**src/rtl/gpx_int_pkg.sv**
```systemverilog
package gpx_int_pkg;
  localparam int CFG_W = 8;
  localparam logic [CFG_W-1:0] CFG_KEEP = 8'hE7;

  typedef struct packed {
    logic bank;
    logic merge;
    logic seq_dis;
    logic rsv4;
    logic rsv3;
    logic odrain;
    logic pol_hi;
    logic clr_cap;
  } int_cfg_t;
endpackage

```
**src/rtl/gpx_int_cfg.sv**
```systemverilog
module gpx_int_cfg
  import gpx_int_pkg::*;
(
  input  logic             clk,
  input  logic             rst,
  input  logic             we,
  input  logic [CFG_W-1:0] wdata,
  output int_cfg_t         cfg,
  output logic [CFG_W-1:0] rdata
);
  int_cfg_t cfg_q;

  always_ff @(posedge clk) begin
    if (rst) begin
      cfg_q <= '0;
    end else if (we) begin
      cfg_q <= int_cfg_t'(wdata & CFG_KEEP);
    end
  end

  assign cfg   = cfg_q;
  assign rdata = cfg_q & CFG_KEEP;
endmodule

```
**src/rtl/gpx_int_pend.sv**
```systemverilog
module gpx_int_pend #(
  parameter int NPORT = 2
) (
  input  logic             clk,
  input  logic             rst,
  input  logic             clr_cap,
  input  logic [NPORT-1:0] chg,
  input  logic [NPORT-1:0] rd_cap,
  input  logic [NPORT-1:0] rd_port,
  output logic [NPORT-1:0] pend
);
  for (genvar i = 0; i < NPORT; i++) begin : g_port
    logic clr;
    logic flag_q;

    assign clr = clr_cap ? rd_cap[i] : rd_port[i];

    always_ff @(posedge clk) begin
      if (rst) begin
        flag_q <= 1'b0;
      end else if (chg[i]) begin
        flag_q <= 1'b1;
      end else if (clr) begin
        flag_q <= 1'b0;
      end
    end

    assign pend[i] = flag_q;
  end
endmodule

```
**src/rtl/gpx_int_pin.sv**
```systemverilog
module gpx_int_pin #(
  parameter int NPORT = 2
) (
  input  logic             clk,
  input  logic             rst,
  input  logic [NPORT-1:0] pend,
  input  logic             merge,
  input  logic             odrain,
  input  logic             pol_hi,
  output logic [NPORT-1:0] drv,
  output logic [NPORT-1:0] oe
);
  logic any_pend;
  assign any_pend = |pend;

  for (genvar i = 0; i < NPORT; i++) begin : g_pin
    logic act;
    logic drv_d, oe_d;
    logic drv_q, oe_q;

    assign act = merge ? any_pend : pend[i];

    always_comb begin
      if (odrain) begin
        drv_d = 1'b0;
        oe_d  = act;
      end else begin
        drv_d = act ? pol_hi : ~pol_hi;
        oe_d  = 1'b1;
      end
    end

    always_ff @(posedge clk) begin
      if (rst) begin
        drv_q <= 1'b1;
        oe_q  <= 1'b1;
      end else begin
        drv_q <= drv_d;
        oe_q  <= oe_d;
      end
    end

    assign drv[i] = drv_q;
    assign oe[i]  = oe_q;
  end
endmodule

```
**src/rtl/gpx_int_ctrl.sv**
```systemverilog
module gpx_int_ctrl
  import gpx_int_pkg::*;
#(
  parameter int NPORT = 2
) (
  input  logic             clk,
  input  logic             rst,
  input  logic             cfg_we,
  input  logic [CFG_W-1:0] cfg_wdata,
  output logic [CFG_W-1:0] cfg_rdata,
  input  logic [NPORT-1:0] chg,
  input  logic [NPORT-1:0] rd_cap,
  input  logic [NPORT-1:0] rd_port,
  output logic [NPORT-1:0] int_drv,
  output logic [NPORT-1:0] int_oe
);
  int_cfg_t         cfg;
  logic [NPORT-1:0] pend;

  gpx_int_cfg u_cfg (
    .clk   (clk),
    .rst   (rst),
    .we    (cfg_we),
    .wdata (cfg_wdata),
    .cfg   (cfg),
    .rdata (cfg_rdata)
  );

  gpx_int_pend #(.NPORT(NPORT)) u_pend (
    .clk     (clk),
    .rst     (rst),
    .clr_cap (cfg.clr_cap),
    .chg     (chg),
    .rd_cap  (rd_cap),
    .rd_port (rd_port),
    .pend    (pend)
  );

  gpx_int_pin #(.NPORT(NPORT)) u_pin (
    .clk    (clk),
    .rst    (rst),
    .pend   (pend),
    .merge  (cfg.merge),
    .odrain (cfg.odrain),
    .pol_hi (cfg.pol_hi),
    .drv    (int_drv),
    .oe     (int_oe)
  );
endmodule

```
**config.mk**
```make
export PLATFORM = sky130hd
export DESIGN_NAME = gpx_int_ctrl
export DESIGN_NICKNAME = d
export VERILOG_FILES = /design/src/rtl/gpx_int_pkg.sv /design/src/rtl/gpx_int_cfg.sv /design/src/rtl/gpx_int_pend.sv /design/src/rtl/gpx_int_pin.sv /design/src/rtl/gpx_int_ctrl.sv
export SDC_FILE = /design/constraint.sdc
export NUM_CORES = 1
export LEC_CHECK = 0
export BUFFER_PORTS_ARGS = -buffer_cell sky130_fd_sc_hd__buf_2
export CAP_MARGIN = 20
export CORE_AREA = 3 3 40 42
export CTS_BUF_LIST = sky130_fd_sc_hd__clkbuf_8
export DETAILED_ROUTE_END_ITERATION = 10
export DIE_AREA = 0 0 43 45
export GPL_TIMING_DRIVEN = 0
export PLACE_DENSITY = 0.78
export REMOVE_ABC_BUFFERS = 1
export SYNTH_ARGS = -nofsm -noshare
export SYNTH_HDL_FRONTEND = slang
export SYNTH_SLANG_ARGS = --single-unit
```
**constraint.sdc**
```tcl
create_clock -name clk -period 1.2 [get_ports clk]
set_clock_uncertainty 0.1 [all_clocks]
set_input_delay 0.18 -clock clk [delete_from_list [all_inputs] [get_ports clk]]
set_output_delay 0.18 -clock clk [all_outputs]
set_load 0.01 [all_outputs]
```
==> results of run 1 <==
## cell families after synthesis
kind of cell | after synthesis | share of synthesized area [%]
flip-flops | 12 | 47.64
buffers and inverters | 12 | 16.62
AND/OR/NAND/NOR | 11 | 8.686
multiplexers | 8 | 15.88
AO/OA/AOI/OAI | 6 | 6.947
XOR/XNOR | 2 | 3.475
other | 1 | 0.7437
## metrics by stage
| stage | setup WS (ns) | cell area (um2) |
|---|---|---|
| floorplan | 0.2389 | 424.2 |
| global placement | 0.2328 | 563.0 |
| detailed placement | 0.1811 | 563.0 |
| CTS | 0.1043 | 604.3 |
| global route | 0.06302 | 604.3 |
| finish | 0.1136 | 604.3 |
## worst paths after layout
kind	startpoint	endpoint	slack (ns)	depth (start not counted)
hold reg to reg	u_cfg.cfg[7]$_SDFFE_PP0P_	u_cfg.cfg[7]$_SDFFE_PP0P_	0.39	2
hold / removal	chg[0]	u_pend.g_port[0].flag_q$_SDFFE_PP0P_	0.05	3
setup / recovery	u_cfg.cfg[1]$_SDFFE_PP0P_	cfg_rdata[1]	0.11	1
setup reg to reg	u_cfg.cfg[6]$_SDFFE_PP0P_	u_pin.g_pin[1].drv_q$_SDFF_PP1_	0.19	3
## where the power goes
| part | leakage (nW) | internal, mW | total, mW | switching [mW] |
|---|---|---|---|---|
| logic | 0.180 | 0.0574 | 0.111 | 0.0537 |
| registers | 0.0993 | 0.425 | 0.442 | 0.0170 |
| clock network | 0.0216 | 0.219 | 0.341 | 0.122 |
## synthesized netlist by cell type
library cell / count
mux2i_1: 8
buf_2: 1
buf_4: 10
nor2_1: 8
a21oi_1: 4
dfxtp_1: 12
xnor2_1: 2
nor2b_1: 1
clkbuf_1: 1
nand2_1: 2
o21bai_1: 2
conb_1: 1
## per-layer routing
metal | GRT usage (%) | part of all wire, %
met2 | 16.17 | 47
met5 | 0 | 0
met3 | 4.382 | 13
met4 | 7.229 | 0
met1 | 10.76 | 40
## area by class of cell
class	instances	area, um2	area share, %
timing repair buffer	24	120.1	19.88
tap	15	18.77	3.106
clock buffer	3	41.29	6.832
multi-input combinational	29	183.9	30.43
sequential	12	240.2	39.75
## state kept, by name, indices dropped and copies added (netlist names)
signal	flops
u_cfg.cfg	6
u_pend.g_port.flag_q	2
u_pin.g_pin.drv_q	2
u_pin.g_pin.oe_q	2
==> flow_summary.toml, run 1 <==
[run_status]
status = "complete, no violations"

[synth]
avgSynthCellArea_um2 = 9.697
seq_area_frac_synth_pct = 47.64
yosys.area.top_type_share_pct = 47.64
ys_types = 12
netlist_instances = 52
synth-seq-cells = 12
synthTopCellsByArea = "dfxtp_1 48%, mux2i_1 16%, buf_4 15%, nor2_1 6.0%, a21oi_1 4.0%"
yosys.area.top_type = "dfxtp_1"
synth_warnings = 0
syn_area_um2 = 504.2

[final_layout]
n_antenna_cell = 0
areaGrowthSynthToFinish_pct = 19.85
drive_above_1_share_pct = 39.71
fill_cells = 126
final_cell_mix = "24 x buf_2, 12 x dfxtp_1, 8 x mux2i_1, 8 x nor2_1, 4 x a21oi_1"
final_common_cell = "buf_2"
nets = 87
final_util_pct = 47.03
stdcell_count = 83

[global_route]
antenna_found_initial = 0
grt_pass1_vias = 335
grt_pass1_wl_um = 1373
overflow = 0
grt_max_degree = 12
grt_usage_pct = 10.13

[cts]
cts_resized = 0
hold_buffers = 0
clock_latency_ns = 0.23
cts-root-buf = "clkbuf_8"
tritoncts = "yes"
postCtsSetupBuffers = 0
clk_pin_slew_worst_paths_ns = 0.05
numCtsBuffers = 3
htreeDepth = 1
clock-sinks = 12
cts.path.max_buffers = 2

[place]
dp_hpwl_um = 741.1
dp_cells = 80
port_buffers = 24
routabilityCongestion = 0.6400

[sta]
fin_hold_ws_ns = 0.05102
tns_ns = 0
slew_violations = 0
finalHoldViolCount = 0
fin_crit_sh_pct = 90.53
final-setup-viol-count = 0
post-route-min-period_ns = 1.086
rsz0062_at_grt = "false"
clock.fmax_mhz = 920.5

[route]
routed_wl_um = 930
vias = 371
ant_nets = 0
drt_first_pass_iters = 3
drt_iter0_markers = 3
via_per_inst = 4.470
drc_errors = 0
wl_per_cell_um = 11.20

[power_and_ir_drop]
total_power_mw = 0.8950
power_per_cell_area_nw_per_um2 = 1481
peakVddDrop_uv = 535.9
power_leakage_nw = 0.3012

[critical_path]
cp_slowest_cell = "dfxtp_1"
cp_data_required_time_ns = 0.92
end_kind = "primary output"
max_stage_delay_ns = 0.41
path_delay_family = "flip-flops"
crit_buf_inv = 1
path_max_fanout = 4
path_cells = "buf_2"
critical_path_class = "flip-flop to primary output"
crit_arrival_ns = 0.81
timing.critical_path.from_type = "flip-flop"

[floorplanning]
core-area_um2 = 1285
start_util_pct = 39.24
die_area_um2 = 1935
io_pins = 29
die_w_um = 43
row_count = 13
die_h_um = 45

[flow_run]
maxCapViolCount = 0

[min_path]
hold_path_class = "primary input to flip-flop"
Power figures use the tool's default switching activity.
==> inputs of run 2 (changes only) <==
Settings changed: CTS_CLUSTER_SIZE from default to 8, RECOVER_POWER from default to 100.
Clock period 1.2 ns to 1.14 ns, I/O delays scaled along.
==> run 2 against run 1 <==
Effect of this change: global-route usage is the same; hold slack lost 0.0090 ns; critical path depth is the same; sequential power grew 5.7%; clock power grew 5%; core utilization shrank 0.88 points; sequential share of layout area grew 0.75 points; register-to-register slack lost 0.06 ns; critical endpoint unchanged; largest power group unchanged.
==> flow_summary.toml, run 2 (synthesis results as in run 1) <==
[critical_path]
timing.critical_path.from_type = "flip-flop"
crit_buf_inv = 1
r2r_end = "u_pin.g_pin[1].drv_q$_SDFF_PP1_"
max_stage_delay_ns = 0.41
rrSetupSlack_ns = 0.13
critical_path_class = "flip-flop to primary output"
path_max_fanout = 4
crit_arrival_ns = 0.82
cp_slowest_cell = "dfxtp_1"
end_kind = "primary output"
worstRegToRegCells = 3
cp_data_required_time_ns = 0.87
path_delay_family = "flip-flops"
path_cells = "clkbuf_1"
r2r_start = "u_cfg.cfg[6]$_SDFFE_PP0P_"

[cts]
tritoncts = "yes"
clk_pin_slew_worst_paths_ns = 0.05
cts.path.max_buffers = 2
clock_latency_ns = 0.23
numCtsBuffers = 3
clock-sinks = 12
htreeDepth = 1
cts-root-buf = "clkbuf_8"
hold_buffers = 0
cts_resized = 0
postCtsSetupBuffers = 0

[route]
routed_wl_um = 949
drc_errors = 0
via_per_inst = 4.470
drt_iter0_markers = 1
ant_nets = 0
vias = 371
wl_per_cell_um = 11.43
drt_first_pass_iters = 3

[final_layout]
final_common_cell = "buf_2"
final_cell_mix = "14 x buf_2, 12 x dfxtp_1, 9 x clkbuf_1"
areaGrowthSynthToFinish_pct = 17.62
drive_above_1_share_pct = 26.47
final_util_pct = 46.15
nets = 87
fill_cells = 127
stdcell_count = 83
design_area_um2 = 593.1
n_antenna_cell = 0
largest_reg_flops = 6

[floorplanning]
die_w_um = 43
die_h_um = 45
row_count = 13
core-area_um2 = 1285
start_util_pct = 39.24
io_pins = 29
die_area_um2 = 1935

[place]
dp_cells = 80
place_area_um2 = 563.0
dp_hpwl_um = 741.1
preCtsSetupSlack_ns = 0.1211
port_buffers = 24
routabilityCongestion = 0.6400

[power_and_ir_drop]
power_leakage_nw = 0.2750
p_seq_share_pct = 49.8
p_clk_share_pct = 38.3
swShare_pct = 21.81
total_power_mw = 0.9382
peakVddDrop_uv = 561.2
power_per_cell_area_nw_per_um2 = 1582
internal_power_mw = 0.7336
pwr-share-comb_pct = 11.9
p_sw_mw = 0.2046

[global_route]
overflow = 0
antenna_found_initial = 0
grt_pass1_vias = 335
grt_max_degree = 12
grt_usage_pct = 10.13
grt_pass1_wl_um = 1373

[sta]
clock.fmax_mhz = 917.4
finalHoldViolCount = 0
fin_hold_ws_ns = 0.04201
post-route-min-period_ns = 1.090
fin_crit_sh_pct = 95.61
rsz0062_at_grt = "false"
slew_violations = 0
final-setup-viol-count = 0
tns_ns = 0
fin_ws_ns = 0.05000

[min_path]
min_from = "chg[0]"
hold_path_class = "primary input to flip-flop"
holdPathEnd = "u_pend.g_port[0].flag_q$_SDFFE_PP0P_"
min_delay_path_depth = 3

[flow_run]
maxCapViolCount = 0

[run_status]
status = "complete, no violations"
run 2: cell types whose count changed in the layout (fill, tap and decap cells not counted):
cell      delta
buf_2       -10
clkbuf_1     +9
clkbuf_2     +1
run 2: power by group through the flow:
stage	clock [mW]	sequential, mW	combinational (mW)
2_1_floorplan	0	0.482	0.0477
5_1_grt	0.391	0.469	0.125
4_1_cts	0.370	0.466	0.119
3_3_place_gp	0	0.472	0.115
6_report	0.359	0.467	0.112
3_5_place_dp	0	0.474	0.119
run 2: worst max path at each step:
stage,startpoint,end,depth (start not counted)
global placement,u_cfg.cfg[6]$_SDFFE_PP0P_,u_pin.g_pin[1].drv_q$_SDFF_PP1_,3
CTS,u_cfg.cfg[0]$_SDFFE_PP0P_,cfg_rdata[0],1
floorplan,u_cfg.cfg[6]$_SDFFE_PP0P_,u_pin.g_pin[0].drv_q$_SDFF_PP1_,3
detailed placement,u_cfg.cfg[6]$_SDFFE_PP0P_,u_pin.g_pin[1].drv_q$_SDFF_PP1_,3
global route,u_cfg.cfg[0]$_SDFFE_PP0P_,cfg_rdata[0],1
finish,u_cfg.cfg[1]$_SDFFE_PP0P_,cfg_rdata[1],1
run 2: routing by layer:
layer | wire [um] | share of wire (%) | track usage, %
met3 | 118 | 12 | 4.382
met1 | 390 | 41 | 10.76
met5 | 0 | 0 | 0
met4 | 0 | 0 | 7.229
met2 | 440 | 46 | 16.17
run 2: cell type report:
type	count	area [um2]	share of cell area (%)
Sequential cell	12	240.2	40.51
Multi-Input combinational cell	29	183.9	31.01
Tap cell	15	18.77	3.165
Clock buffer	3	41.29	6.962
Timing Repair Buffer	24	108.9	18.35
